File: config.mk
export PLATFORM = sky130hd
export DESIGN_NAME = regfld_arbiter
export DESIGN_NICKNAME = d
export VERILOG_FILES = /design/src/rtl/rfa_pkg.sv /design/src/rtl/rfa_sw_side.sv /design/src/rtl/rfa_hw_side.sv /design/src/rtl/rfa_pick.sv /design/src/rtl/rfa_store.sv /design/src/rtl/regfld_arbiter.sv
export SDC_FILE = /design/constraint.sdc
export NUM_CORES = 1
export LEC_CHECK = 0
export ABC_AREA = 0
export BUFFER_PORTS_ARGS = -buffer_cell sky130_fd_sc_hd__buf_2
export CAP_MARGIN = 20
export CORE_MARGIN = 2
export CORE_UTILIZATION = 31
export DETAILED_ROUTE_END_ITERATION = 6
export PLACE_DENSITY_LB_ADDON = 0.15
export RECOVER_POWER = 50
export SETUP_SLACK_MARGIN = 0.15
export SLEW_MARGIN = 20
export SYNTH_ARGS = -nofsm -noshare
export SYNTH_HDL_FRONTEND = slang
export SYNTH_SLANG_ARGS = --single-unit
File: constraint.sdc
create_clock -name clk -period 1.1 [get_ports clk]
set_input_delay 0.165 -clock clk [delete_from_list [all_inputs] [get_ports clk]]
set_output_delay 0.165 -clock clk [all_outputs]
set_load 0.05 [all_outputs]
File: src/rtl/rfa_pkg.sv
package rfa_pkg;

    typedef enum logic {PREC_SW, PREC_HW} prec_e;
    typedef enum logic [1:0] {WFX_PLAIN, WFX_W1C, WFX_W1S} wfx_e;
    typedef enum logic [1:0] {SEL_ALL, SEL_ENABLE, SEL_MASK} hsel_e;
    typedef enum logic [1:0] {QUAL_NONE, QUAL_HIGH, QUAL_LOW} qual_e;

    // candidate update slots, index into the candidate vectors
    localparam int ACT_SWW = 0;  // software write
    localparam int ACT_SWR = 1;  // software read side effect
    localparam int ACT_HSC = 2;  // hardware set / clear
    localparam int ACT_HWW = 3;  // hardware write
    localparam int ACT_PLS = 4;  // single-pulse drop
    localparam int N_ACT   = 5;

    // action sitting at priority slot 'slot' (0 = highest)
    function automatic int slot_action(prec_e p, int slot);
        int a;
        if (p == PREC_SW) begin
            a = slot;
        end else begin
            case (slot)
                0:       a = ACT_HSC;
                1:       a = ACT_HWW;
                2:       a = ACT_SWW;
                3:       a = ACT_SWR;
                default: a = ACT_PLS;
            endcase
        end
        return a;
    endfunction

endpackage

File: src/rtl/rfa_sw_side.sv
module rfa_sw_side
    import rfa_pkg::*;
#(
    parameter int    BUS_W   = 32,
    parameter int    FLD_LSB = 4,
    parameter int    FLD_W   = 12,
    parameter wfx_e  WFX     = WFX_PLAIN,
    parameter qual_e QUAL    = QUAL_HIGH,
    parameter bit    RD_CLR  = 1'b0
) (
    input  logic               sw_wr,
    input  logic [BUS_W/8-1:0] sw_be,
    input  logic [BUS_W-1:0]   sw_wdata,
    input  logic               sw_wen,
    input  logic               sw_rd,
    input  logic [FLD_W-1:0]   cur_q,
    output logic               wr_act,
    output logic [FLD_W-1:0]   wr_val,
    output logic               rd_act
);

    logic [FLD_W-1:0] wd_fld;
    logic             qual_ok;
    logic             unused_sw;

    assign wd_fld    = sw_wdata[FLD_LSB +: FLD_W];
    assign unused_sw = ^{sw_be, sw_wdata, sw_wen};

    generate
        if (QUAL == QUAL_HIGH) begin : g_qhi
            assign qual_ok = sw_wen;
        end else if (QUAL == QUAL_LOW) begin : g_qlo
            assign qual_ok = ~sw_wen;
        end else begin : g_qnone
            assign qual_ok = 1'b1;
        end
    endgenerate

    assign wr_act = sw_wr & qual_ok;
    assign rd_act = RD_CLR & sw_rd;

    generate
        if (WFX == WFX_W1C) begin : g_w1c
            assign wr_val = cur_q & ~wd_fld;
        end else if (WFX == WFX_W1S) begin : g_w1s
            assign wr_val = cur_q | wd_fld;
        end else begin : g_plain
            for (genvar i = 0; i < FLD_W; i++) begin : g_lane
                localparam int BUS_BIT = FLD_LSB + i;
                localparam int LANE    = BUS_BIT / 8;
                assign wr_val[i] = sw_be[LANE] ? sw_wdata[BUS_BIT] : cur_q[i];
            end
        end
    endgenerate

endmodule

File: src/rtl/rfa_hw_side.sv
module rfa_hw_side
    import rfa_pkg::*;
#(
    parameter int    FLD_W    = 12,
    parameter hsel_e HSEL     = SEL_ENABLE,
    parameter bit    HW_WE_EN = 1'b1
) (
    input  logic             hw_we,
    input  logic [FLD_W-1:0] hw_d,
    input  logic             hw_set,
    input  logic             hw_clr,
    input  logic [FLD_W-1:0] hw_bitsel,
    input  logic [FLD_W-1:0] cur_q,
    output logic             sc_act,
    output logic [FLD_W-1:0] sc_val,
    output logic             wr_act,
    output logic [FLD_W-1:0] wr_val
);

    logic [FLD_W-1:0] sel;
    logic             unused_hw;

    assign unused_hw = ^{hw_bitsel, hw_we};

    generate
        if (HSEL == SEL_ENABLE) begin : g_en
            assign sel = hw_bitsel;
        end else if (HSEL == SEL_MASK) begin : g_mask
            assign sel = ~hw_bitsel;
        end else begin : g_all
            assign sel = '1;
        end

        if (HW_WE_EN) begin : g_we
            assign wr_act = hw_we;
        end else begin : g_always
            assign wr_act = 1'b1;
        end
    endgenerate

    assign sc_act = hw_set | hw_clr;
    assign sc_val = hw_set ? (cur_q | sel) : (cur_q & ~sel);
    assign wr_val = (cur_q & ~sel) | (hw_d & sel);

endmodule

File: src/rtl/rfa_pick.sv
module rfa_pick
    import rfa_pkg::*;
#(
    parameter int    FLD_W = 12,
    parameter prec_e PREC  = PREC_SW
) (
    input  logic [N_ACT-1:0]            cand_act,
    input  logic [N_ACT-1:0][FLD_W-1:0] cand_val,
    input  logic [FLD_W-1:0]            cur_q,
    output logic [FLD_W-1:0]            nxt_q
);

    // walk from lowest to highest priority so the highest active slot lands last
    always_comb begin
        nxt_q = cur_q;
        for (int s = N_ACT - 1; s >= 0; s--) begin
            if (cand_act[slot_action(PREC, s)]) begin
                nxt_q = cand_val[slot_action(PREC, s)];
            end
        end
    end

endmodule

File: src/rtl/rfa_store.sv
module rfa_store #(
    parameter int               FLD_W     = 12,
    parameter logic [FLD_W-1:0] RST_VAL   = '0,
    parameter bit               RST_ASYNC = 1'b0,
    parameter bit               RST_LOW   = 1'b0
) (
    input  logic             clk,
    input  logic             rst,
    input  logic [FLD_W-1:0] d,
    output logic [FLD_W-1:0] q
);

    logic rst_act;
    assign rst_act = RST_LOW ? ~rst : rst;

    generate
        if (RST_ASYNC) begin : g_async
            always_ff @(posedge clk or posedge rst_act) begin
                if (rst_act) q <= RST_VAL;
                else         q <= d;
            end
        end else begin : g_sync
            always_ff @(posedge clk) begin
                if (rst_act) q <= RST_VAL;
                else         q <= d;
            end
        end
    endgenerate

endmodule

File: src/rtl/regfld_arbiter.sv
module regfld_arbiter
    import rfa_pkg::*;
#(
    parameter int               BUS_W     = 32,
    parameter int               FLD_LSB   = 4,
    parameter int               FLD_W     = 12,
    parameter logic [FLD_W-1:0] RST_VAL   = 'h5A3,
    parameter prec_e            PREC      = PREC_SW,
    parameter wfx_e             WFX       = WFX_PLAIN,
    parameter bit               RD_CLR    = 1'b0,
    parameter bit               PULSE     = 1'b0,
    parameter bit               HW_WE_EN  = 1'b1,
    parameter hsel_e            HSEL      = SEL_ENABLE,
    parameter qual_e            QUAL      = QUAL_HIGH,
    parameter bit               RST_ASYNC = 1'b0,
    parameter bit               RST_LOW   = 1'b0
) (
    input  logic               clk,
    input  logic               rst,
    input  logic               sw_wr,
    input  logic [BUS_W/8-1:0] sw_be,
    input  logic [BUS_W-1:0]   sw_wdata,
    input  logic               sw_wen,
    input  logic               sw_rd,
    input  logic               hw_we,
    input  logic [FLD_W-1:0]   hw_d,
    input  logic               hw_set,
    input  logic               hw_clr,
    input  logic [FLD_W-1:0]   hw_bitsel,
    output logic [FLD_W-1:0]   fld_q
);

    logic [N_ACT-1:0]            cand_act;
    logic [N_ACT-1:0][FLD_W-1:0] cand_val;
    logic [FLD_W-1:0]            nxt_q;

    rfa_sw_side #(
        .BUS_W(BUS_W), .FLD_LSB(FLD_LSB), .FLD_W(FLD_W),
        .WFX(WFX), .QUAL(QUAL), .RD_CLR(RD_CLR)
    ) u_sw (
        .sw_wr(sw_wr), .sw_be(sw_be), .sw_wdata(sw_wdata),
        .sw_wen(sw_wen), .sw_rd(sw_rd), .cur_q(fld_q),
        .wr_act(cand_act[ACT_SWW]), .wr_val(cand_val[ACT_SWW]),
        .rd_act(cand_act[ACT_SWR])
    );

    rfa_hw_side #(
        .FLD_W(FLD_W), .HSEL(HSEL), .HW_WE_EN(HW_WE_EN)
    ) u_hw (
        .hw_we(hw_we), .hw_d(hw_d), .hw_set(hw_set), .hw_clr(hw_clr),
        .hw_bitsel(hw_bitsel), .cur_q(fld_q),
        .sc_act(cand_act[ACT_HSC]), .sc_val(cand_val[ACT_HSC]),
        .wr_act(cand_act[ACT_HWW]), .wr_val(cand_val[ACT_HWW])
    );

    assign cand_val[ACT_SWR] = '0;
    assign cand_act[ACT_PLS] = PULSE;
    assign cand_val[ACT_PLS] = '0;

    rfa_pick #(.FLD_W(FLD_W), .PREC(PREC)) u_pick (
        .cand_act(cand_act), .cand_val(cand_val),
        .cur_q(fld_q), .nxt_q(nxt_q)
    );

    rfa_store #(
        .FLD_W(FLD_W), .RST_VAL(RST_VAL),
        .RST_ASYNC(RST_ASYNC), .RST_LOW(RST_LOW)
    ) u_store (
        .clk(clk), .rst(rst), .d(nxt_q), .q(fld_q)
    );

endmodule

==> flow_summary.ini <==
[sta]
setup_viol = 0
tightest_slew_ns = 0.353
maxSlewHeadroom_pct = 76.4
rsz0062_at_grt = true
slew_viol_final = 0
tns_ns = 0
max_freq_mhz = 1010
hold_viol_final = 0
fin_crit_sh_pct = 90.2
min_period_ns = 0.992
clock_skew_ns = 0
setup_ws_ns = 0.108

[cts]
clk_latency_ns = 0.28
ctsHoldBuffers = 0
cts_sinks = 12
htreeDepth = 1
root_buffer = clkbuf_4
cts_buffers = 3
clockBufferDepth = 2
cts.clk_slew.worst_paths_ns = 0.08
cts_tree = done

[global_route]
antenna_found_initial = 0
grt_pass1_wl_mm = 3.94
grt_pass1_vias = 938
grt_overflow = 0
track_usage_pct = 18.8
grt_max_degree = 18

[setup_path]
worst-path-buf-inv = 1
end_kind = primary output
path_class = register to primary output
crit_family = flip-flops
critPathRequiredTime_ns = 0.94
crit_arrival_ns = 0.83
cp_slowest_stage_delay_ns = 0.33
cp_max_fo = 2
slowest_stage = dfxtp_2
startpoint_type = register
path_cells = clkbuf_4

[synthesis]
netlist_area_um2 = 763
synthCells = 100
synth.top_cells.by_count = nor2_1 (14), dfxtp_1 (12), nand2_1 (12)
ys_ff_latch = 12
synth_edf_count = 0
avgSynthCellArea_um2 = 7.63
yosysMostFrequentCell = nor2_1
synthTopCellsByArea = dfxtp_1 (31%), o32a_1 (7.9%), a211oi_1 (7.9%), nor2_1 (6.9%), a41oi_1 (6.9%)
yosys.area.top_type_share_pct = 31.5
synth_cell_types = 24
synthArstFlopShare_pct = 0
synth_top_cell_by_area = dfxtp_1
yosysSeqAreaShare_pct = 31.5
yosys_warnings = 0
ys.flop_type = dfxtp_1
syn_nets = 168

[final_layout]
finish.utilization_pct = 60.8
antenna_cells = 0
fill_cells = 215
drive_above_1_share_pct = 57.3
final_nets = 240
syn2layout_area_growth_pct = 81.3

[power]
power.density_nw_per_um2 = 1060
total_power_mw = 1.47
peakVddDrop_uv = 878
p_leak_nw = 0.646

[routing]
dr.pass1.iters = 6
via_per_inst = 5.18
wirelength_mm = 2.64
dr.first_iter.drc_count = 19
drc = 0
ant_nets = 0
vias = 1030
wl_per_cell_um = 13.2

[floorplanning]
ios = 80
num_rows = 17
start_util_pct = 33.5
dieArea_um2 = 2880
die_x_um = 53.6
die_y_um = 53.6
core-area_um2 = 2280

[run_status]
status = finished clean

[place]
dp_hpwl_mm = 1.98
post-place-ws_ns = -0.151
routabilityCongestion = 0.786
io_buffers = 56

[min_path]
hold_path_class = input pin to register

[run]
drv_cap = 0
-- area by class of cell --
type                    count  area, µm²  share of cell area (%)
clock buffers               4       36.3                    2.62
repair buffers             73        538                    38.9
inverters                   8       30.0                    2.17
multi-input cells          74        489                    35.4
flip-flops and latches     12        255                    18.4
well taps                  28       35.0                    2.53
-- repair_timing --
item	in CTS	in global routing
gates cloned	0	0
resized for setup	33	19
pin swaps	1	5
setup buffers	2	1
setup endpoints to repair	13	19
-- metal layers --
layer / wire (µm) / track usage, % / up-vias
met5: 0 / 0 / -
met4: 38 / 8.55 / 0
met3: 151 / 3.33 / 5
met2: 1310 / 31.7 / 28
met1: 1130 / 23.4 / 470
li1: - / - / 527
-- metrics by stage --
| stage | std cells | cell area (µm²) | hold slack (ns) |
|---|---|---|---|
| 2_1_floorplan | 100 | 792 | 0.314 |
| 3_3_place_gp | 192 | 1180 | 0.447 |
| 3_5_place_dp | 192 | 1180 | 0.455 |
| 4_1_cts | 198 | 1330 | 0.160 |
| 5_1_grt | 199 | 1380 | 0.174 |
| 6_report | 199 | 1380 | 0.171 |
-- kinds of logic (layout without fill, tap and decap cells) --
group                  after synthesis  after routing  synth area share (%)
and+or+nand+nor                     32             32                  19.2
DFF                                 12             12                  31.5
AOI/OAI and AO/OA                   42             42                  41.0
buffers and inverters               14             85                  8.36
-- report_power, final --
part | total, mW | switching [mW] | internal (mW)
logic | 0.585 | 0.310 | 0.275
registers | 0.511 | 0.0296 | 0.481
clock network | 0.372 | 0.171 | 0.201
total | 1.47 | 0.510 | 0.958
-- path summary, 6_finish.rpt --
kind	cells past startpoint	to	from	slack, ns
worst max-delay path	1	fld_q[9]	register	0.11
worst min-delay path	3	register	sw_wdata[6]	0.17
worst max register to register	2	register	register	0.24
worst min register to register	2	register	register	0.49
-- layout by cell type (no fill, tap or decap), drive strengths merged, types with 2 or more instances in the layout --
cell and n:
nor2 14, dfxtp 12, a21oi 10, inv 8, o32a 6, a2bb2oi 2
clkbuf 7, and2 2, buf 70, o21ai 4, a41oi 6, o32ai 2
a211oi 8, o2111ai 4, nand2 12, or3 2
Note: power is estimated with default switching activity, not from simulation.
